## config.mk

```make
export PLATFORM = sky130hd
export DESIGN_NAME = eprom_rd_seq
export DESIGN_NICKNAME = d
export VERILOG_FILES = /design/src/rtl/eprom_seq_pkg.sv /design/src/rtl/eprom_seq_ctrl.sv /design/src/rtl/eprom_seq_dp.sv /design/src/rtl/eprom_rd_seq.sv
export SDC_FILE = /design/constraint.sdc
export NUM_CORES = 1
export LEC_CHECK = 0
export BUFFER_PORTS_ARGS = -buffer_cell sky130_fd_sc_hd__buf_2
export CORE_MARGIN = 2
export CORE_UTILIZATION = 53
export CTS_CLUSTER_SIZE = 8
export DETAILED_ROUTE_END_ITERATION = 10
export PLACE_DENSITY = 0.9
export SLEW_MARGIN = 30
export SYNTH_ARGS = -nofsm -noshare
export SYNTH_HDL_FRONTEND = slang
export SYNTH_SLANG_ARGS = --single-unit
```

## constraint.sdc

```tcl
create_clock -name clk -period 3.09 [get_ports clk]
set_input_delay 0.309 -clock clk [delete_from_list [all_inputs] [get_ports clk]]
set_output_delay 0.309 -clock clk [all_outputs]
set_load 0.03 [all_outputs]
```

## src/rtl/eprom_seq_pkg.sv

```systemverilog
`timescale 1ns/1ps
package eprom_seq_pkg;

  typedef struct packed {
    logic loadAddr;
    logic capture;
  } seq_strobe_t;

  function automatic int ns2cyc(input int ns, input int periodNs);
    int c;
    c = (ns + periodNs - 1) / periodNs;
    return (c < 1) ? 1 : c;
  endfunction

  function automatic int pick3(input int idx, input int a, input int b, input int c);
    return (idx == 0) ? a : (idx == 1) ? b : c;
  endfunction

endpackage

```

## src/rtl/eprom_seq_ctrl.sv

```systemverilog
`timescale 1ns/1ps
module eprom_seq_ctrl
  import eprom_seq_pkg::*;
#(
  parameter int CLK_NS      = 10,
  parameter int ACC_FAST_NS = 90,
  parameter int ACC_MID_NS  = 120,
  parameter int ACC_SLOW_NS = 150,
  parameter int OE_FAST_NS  = 40,
  parameter int OE_MID_NS   = 50,
  parameter int OE_SLOW_NS  = 50,
  parameter int DF_FAST_NS  = 35,
  parameter int DF_MID_NS   = 25,
  parameter int DF_SLOW_NS  = 45
) (
  input  logic        clk,
  input  logic        rstN,
  input  logic        hostReq,
  input  logic [1:0]  gradeSel,
  output logic        hostReady,
  output logic        memCeN,
  output logic        memOeN,
  output seq_strobe_t strobe
);

  localparam int CNT_CAP = ns2cyc(ACC_FAST_NS + ACC_MID_NS + ACC_SLOW_NS
                                  + DF_FAST_NS + DF_MID_NS + DF_SLOW_NS, CLK_NS);
  localparam int CW = $clog2(CNT_CAP + 1);

  typedef enum logic [1:0] {S_IDLE, S_LEAD, S_OEWAIT, S_FLOAT} seq_state_e;

  seq_state_e    state;
  logic [CW-1:0] cnt;
  logic [1:0]    gradeQ;
  logic [CW-1:0] leadTbl  [4];
  logic [CW-1:0] waitTbl  [4];
  logic [CW-1:0] floatTbl [4];

  // one row per grade code; code 3 reuses the slowest limits
  for (genvar g = 0; g < 4; g++) begin : g_grade
    localparam int SRC  = (g > 2) ? 2 : g;
    localparam int ACC  = pick3(SRC, ACC_FAST_NS, ACC_MID_NS, ACC_SLOW_NS);
    localparam int OE   = pick3(SRC, OE_FAST_NS, OE_MID_NS, OE_SLOW_NS);
    localparam int DF   = pick3(SRC, DF_FAST_NS, DF_MID_NS, DF_SLOW_NS);
    localparam int LEAD = ns2cyc(ACC - OE, CLK_NS);
    localparam int ACCC = ns2cyc(ACC, CLK_NS);
    localparam int OEC  = ns2cyc(OE, CLK_NS);
    localparam int WAIT = (OEC > ACCC - LEAD) ? OEC : (ACCC - LEAD);
    assign leadTbl[g]  = CW'(LEAD);
    assign waitTbl[g]  = CW'(WAIT);
    assign floatTbl[g] = CW'(ns2cyc(DF, CLK_NS));
  end

  logic accept;
  assign accept         = hostReq && (state == S_IDLE);
  assign hostReady      = (state == S_IDLE);
  assign strobe.loadAddr = accept;
  assign strobe.capture  = (state == S_OEWAIT) && (cnt == '0);

  always_ff @(posedge clk) begin
    if (!rstN) begin
      state  <= S_IDLE;
      cnt    <= '0;
      gradeQ <= 2'd0;
      memCeN <= 1'b1;
      memOeN <= 1'b1;
    end else begin
      case (state)
        S_IDLE: begin
          if (accept) begin
            memCeN <= 1'b0;
            gradeQ <= gradeSel;
            cnt    <= leadTbl[gradeSel] - 1'b1;
            state  <= S_LEAD;
          end else begin
            memCeN <= 1'b1;
          end
        end
        S_LEAD: begin
          if (cnt == '0) begin
            memOeN <= 1'b0;
            cnt    <= waitTbl[gradeQ] - 1'b1;
            state  <= S_OEWAIT;
          end else begin
            cnt <= cnt - 1'b1;
          end
        end
        S_OEWAIT: begin
          if (cnt == '0) begin
            memOeN <= 1'b1;
            memCeN <= ~hostReq;
            cnt    <= floatTbl[gradeQ] - 1'b1;
            state  <= S_FLOAT;
          end else begin
            cnt <= cnt - 1'b1;
          end
        end
        default: begin
          if (!hostReq) memCeN <= 1'b1;
          if (cnt == '0) state <= S_IDLE;
          else           cnt   <= cnt - 1'b1;
        end
      endcase
    end
  end

  // no output gate while the sequencer offers to take a request
  a_r2_ready_gate_off: assert property (@(posedge clk) disable iff (!rstN)
    hostReady |-> memOeN);

  // idle without a request leads to standby
  a_r8_idle_standby: assert property (@(posedge clk) disable iff (!rstN)
    (hostReady && !hostReq) |=> memCeN);

endmodule

```

## src/rtl/eprom_seq_dp.sv

```systemverilog
`timescale 1ns/1ps
module eprom_seq_dp
  import eprom_seq_pkg::*;
#(
  parameter int ADDR_W = 16,
  parameter int DATA_W = 8
) (
  input  logic              clk,
  input  logic              rstN,
  input  seq_strobe_t       strobe,
  input  logic [ADDR_W-1:0] hostAddr,
  input  logic [DATA_W-1:0] memData,
  output logic [ADDR_W-1:0] memAddr,
  output logic [DATA_W-1:0] hostRdata,
  output logic              hostValid
);

  always_ff @(posedge clk) begin
    if (!rstN) begin
      memAddr   <= '0;
      hostRdata <= '0;
      hostValid <= 1'b0;
    end else begin
      if (strobe.loadAddr) memAddr   <= hostAddr;
      if (strobe.capture)  hostRdata <= memData;
      hostValid <= strobe.capture;
    end
  end

  // the valid strobe lasts exactly one cycle
  a_r5_valid_pulse: assert property (@(posedge clk) disable iff (!rstN)
    hostValid |=> !hostValid);

endmodule

```

## src/rtl/eprom_rd_seq.sv

```systemverilog
`timescale 1ns/1ps
module eprom_rd_seq
  import eprom_seq_pkg::*;
#(
  parameter int CLK_NS = 10,
  parameter int ADDR_W = 16,
  parameter int DATA_W = 8
) (
  input  logic              clk,
  input  logic              rstN,
  input  logic              hostReq,
  input  logic [ADDR_W-1:0] hostAddr,
  input  logic [1:0]        gradeSel,
  output logic              hostReady,
  output logic [DATA_W-1:0] hostRdata,
  output logic              hostValid,
  output logic [ADDR_W-1:0] memAddr,
  output logic              memCeN,
  output logic              memOeN,
  input  logic [DATA_W-1:0] memData
);

  seq_strobe_t strobe;

  eprom_seq_ctrl #(.CLK_NS(CLK_NS)) i_ctrl (
    .clk(clk), .rstN(rstN), .hostReq(hostReq), .gradeSel(gradeSel),
    .hostReady(hostReady), .memCeN(memCeN), .memOeN(memOeN), .strobe(strobe)
  );

  eprom_seq_dp #(.ADDR_W(ADDR_W), .DATA_W(DATA_W)) i_dp (
    .clk(clk), .rstN(rstN), .strobe(strobe), .hostAddr(hostAddr),
    .memData(memData), .memAddr(memAddr), .hostRdata(hostRdata),
    .hostValid(hostValid)
  );

  // output gate only inside chip select
  a_r3_gate_in_select: assert property (@(posedge clk) disable iff (!rstN)
    !memOeN |-> !memCeN);

  // address held while the memory drives data
  a_r3_addr_hold: assert property (@(posedge clk) disable iff (!rstN)
    !memOeN |=> $stable(memAddr));

  // no new address while busy
  a_r2_busy_addr_hold: assert property (@(posedge clk) disable iff (!rstN)
    !hostReady |=> $stable(memAddr));

  // valid coincides with the release of the output gate
  a_r5_valid_at_release: assert property (@(posedge clk) disable iff (!rstN)
    hostValid |-> $rose(memOeN));

endmodule

```

==> parameters.txt <==
Parameter                              Value

Outcome
  Outcome ... completed

STA
  Transition at the pin with the smallest max-transition slack ... roughly 0.61 ns
  Worst slew margin relative to its limit ... between 50% and 60%
  Setup skew after layout ... just under 0.007 ns
  Setup repair after global routing missed its margin ... no
  Final setup violation count ... 0
  Peak clock frequency supported by timing ... around 0.47 GHz
  Hold violation count in the final report ... 0
  Setup TNS ... 0 ns
  Final-report max-slew violation count ... 0
  Portion of the clock cycle consumed by the worst path in the final layout ... around two thirds
  Fin crit period ... approximately 2.1 ns
  Smallest setup slack after layout ... 0.985 ns
  Min Hold Slack ... around 0.17 ns

Drt
  Detail-routed via count per cell ... between 5 and 6
  Antenna violation net count after detailed routing ... 0
  Post-route DRC violation count ... 0
  Routed via count ... about 1600
  Total length of routed wires ... between 3000 and 4000 microns
  Detailed-routing iteration count for the pre-antenna-repair pass ... 4
  First DRT Iteration DRCs ... 39
  Routed WL per cell ... about 12 microns

Synth
  Count of state elements after synthesis ... 37
  Synthesized area per cell ... ~8.5 sq um
  Count of yosys warnings during synthesis ... 0
  Unique cell type count in the Yosys netlist ... 39
  Area share of the leading cell type in the synthesized netlist ... 43.2%
  Cell taking the most area after synthesis ... dfxtp_1
  Leading post-synthesis cells by cell area ... dfxtp_1 43%, nand2_1 8.8%, a21oi_1 6.4%
  Count of flip-flops with a built-in enable after synthesis ... 0
  Top_reg_cell synth ... dfxtp_1
  Cells after synthesis ... between 200 and 250
  Register area share after synthesis ... about 43%
  Summed instance area of the synthesized netlist ... about 1700 sq um
  Synthesized net count ... around 240
  FFs w/ async S/R, synth ... 0%

Setup path
  Library cell contributing the largest single delay on the critical path ... or4b_4
  Critical path data required time ... between 3 and 4 ns
  Critical path peak fanout ... 6
  Crit path kind ... flop to flop
  Peak per-stage delay on the critical path ... approximately 0.53 ns
  Count of buffering cells on the critical path with inverters included ... 0
  Sort of element at the start of the critical path ... flop
  Cells along the critical path ... ha_1 -> or4b_4 -> or2_2 -> o31ai_1 -> nor3_1 -> a211oi_2
  Family with the most delay on the worst path ... simple AND/OR/NAND/NOR gates
  Endpoint kind of the worst setup timing path ... flop
  Worst Path Arrival ... between 2 and 2.5 ns

Clock tree
  H-tree depth ... 2
  CTS clock-pin slew for the worst setup and hold paths ... around 0.11 ns
  Cells resized by post-CTS repair ... 0
  Buffer levels on the longest clock path ... 2
  Clock insertion delay at the later pin of the skew report ... ~0.35 ns
  Number of buffers created by CTS ... 5
  Clock sink total ... 37
  Clock tree from TritonCTS ... yes
  Number of hold-repair buffers added at the cts stage ... 0
  Post-CTS Setup Repair Bufs ... 0
  Root buffer cell ... clkbuf_4

Global routing
  M3 GR Usage ... under 10%
  Via count of the first global-routing pass ... roughly 1400
  GRT Total Usage ... between 20% and 30%
  Global-route track usage on met1 ... between 20% and 30%
  Busiest layer in global routing ... met2
  GRT overflow ... 0
  Largest net degree at the start of global routing ... 21
  First-pass GRT wire length ... roughly 5800 microns
  Number of antenna violations at the first check in global routing ... 0
  Routing usage on met2 ... between 30 and 40%

Final layout
  Share of cells above drive strength 1 ... roughly 28%
  Post-layout net count ... 290
  Commonest non-fill, non-tap cell in the layout ... buf_2
  N_diodes ... 0
  Most frequent cells in the layout ... 56 x buf_2, 40 x nand2_1, 37 x dfxtp_1
  P&R area growth vs syn ... 21.1%
  Post-route cell area ... about 2100 sq um
  Fill cell instance count of the final layout ... 277

Power and ir drop
  Post-route total power ... approximately 2.1 mW
  Static Leakage ... a little under 1 nW
  Internal Power ... approximately 1.2 mW
  Proportion of power drawn by the clock network ... approximately 17%
  Switching power of the nets ... 896 uW
  Share of power burned in registers ... between 30% and 40%
  Portion of total power attributed to combinational logic ... roughly half
  Switching portion of total power ... ~43%
  Worst supply voltage drop on vdd ... slightly above 0.6 mV
  P per Cell Area ... approximately 1000 nW/um^2

Placement
  Half-perimeter wire length after detailed placement ... ~2800 microns
  RePlAce Congestion ... 0.940
  Post-DP Area ... approximately 2000 sq um
  PortBufs ... 56
  Worst-case setup slack after placement ... between 1 and 1.5 ns

Floorplan
  Horizontal die dimension ... 60.9 microns
  Die Outline Area ... roughly 3700 sq um
  Total core area ... 3050 sq um
  Ports ... 57
  Initial cell density of the core ... 56.1%
  Standard-cell row count ... 20
  Vertical extent of the die ... 60.9 microns

Flow run
  Maximum capacitance violations ... 0

Min path
  Class of the most critical hold timing path ... primary input to flop
==> routing by layer <==
metal / vias up / wire [microns]
met2: 38 / 1860
met3: 8 / 189
met1: 734 / 1600
met4: 0 / 76
met5: - / 0
li1: 796 / -
==> kinds of logic (layout without fill, tap and decap cells) <==
logic type               count (synthesis)  in the layout  synth area share, %
adder cells (fa/ha/maj)                  7              7                 5.11
multiplexers                            11             11                 6.43
flip-flops                              37             37                 43.2
AO/OA/AOI/OAI                           46             46                 17.7
buffers and inverters                   18             72                 5.40
AND/OR/NAND/NOR                         82             82                 22.1
==> final timing paths <==
kind | from | endpoint | slack [ns] | cells after the start
max | i_ctrl.state[1]$_SDFFE_PN0P_ | i_ctrl.cnt[1]$_SDFFE_PN0P_ | 0.98 | 6
min | rstN | i_ctrl.memCeN$_SDFFE_PN1P_ | 0.17 | 2
max reg2reg | i_ctrl.state[1]$_SDFFE_PN0P_ | i_ctrl.cnt[1]$_SDFFE_PN0P_ | 0.98 | 6
min reg2reg | i_dp.memAddr[9]$_SDFFE_PN0P_ | i_dp.memAddr[9]$_SDFFE_PN0P_ | 0.46 | 2
==> synthesized netlist by cell type (all sizes together), types with 4 or more instances <==
master / number
or2: 4
ha: 7
a21oi: 22
inv: 6
nor2: 19
dfxtp: 37
mux2i: 11
nand2: 40
buf: 5
o21ai: 7
clkbuf: 6
==> power groups by stage <==
| stage | Sequential, mW | Clock [mW] | Combinational [mW] |
|---|---|---|---|
| final | 0.659 | 0.352 | 1.06 |
| after global routing | 0.673 | 0.376 | 1.17 |
| after CTS | 0.659 | 0.356 | 1.06 |
| after detailed placement | 0.669 | 0 | 1.06 |
| after global placement | 0.665 | 0 | 1.03 |
| after floorplan | 0.775 | 0 | 0.773 |
==> flip-flops by register name (all words and copies together) (netlist names) <==
signal	count
i_ctrl.gradeQ	2
i_ctrl.memOeN	1
i_dp.hostRdata	8
i_dp.memAddr	16
i_ctrl.cnt	6
i_ctrl.state	2
i_ctrl.memCeN	1
i_dp.hostValid	1
==> cell type report <==
class                      count  area, sq um  share of cell area [%]
clock buffer                   7         55.1                    2.65
tap                           44         55.1                    2.65
inverter                       7         26.3                    1.27
timing repair buffer          57          288                    13.9
clock inverter                 1         30.0                    1.45
sequential                    37          741                    35.7
multi-input combinational    146          880                    42.4
==> stage by stage <==
| stage | util [%] | std cells |
|---|---|---|
| 3_3_place_gp | 65.2 | 291 |
| 4_1_cts | 68.0 | 299 |
| 2_1_floorplan | - | 201 |
| 6_report | 68.0 | 299 |
| 5_1_grt | 68.0 | 299 |
| 3_5_place_dp | 65.2 | 291 |
Note: power is estimated with default switching activity, not from simulation.
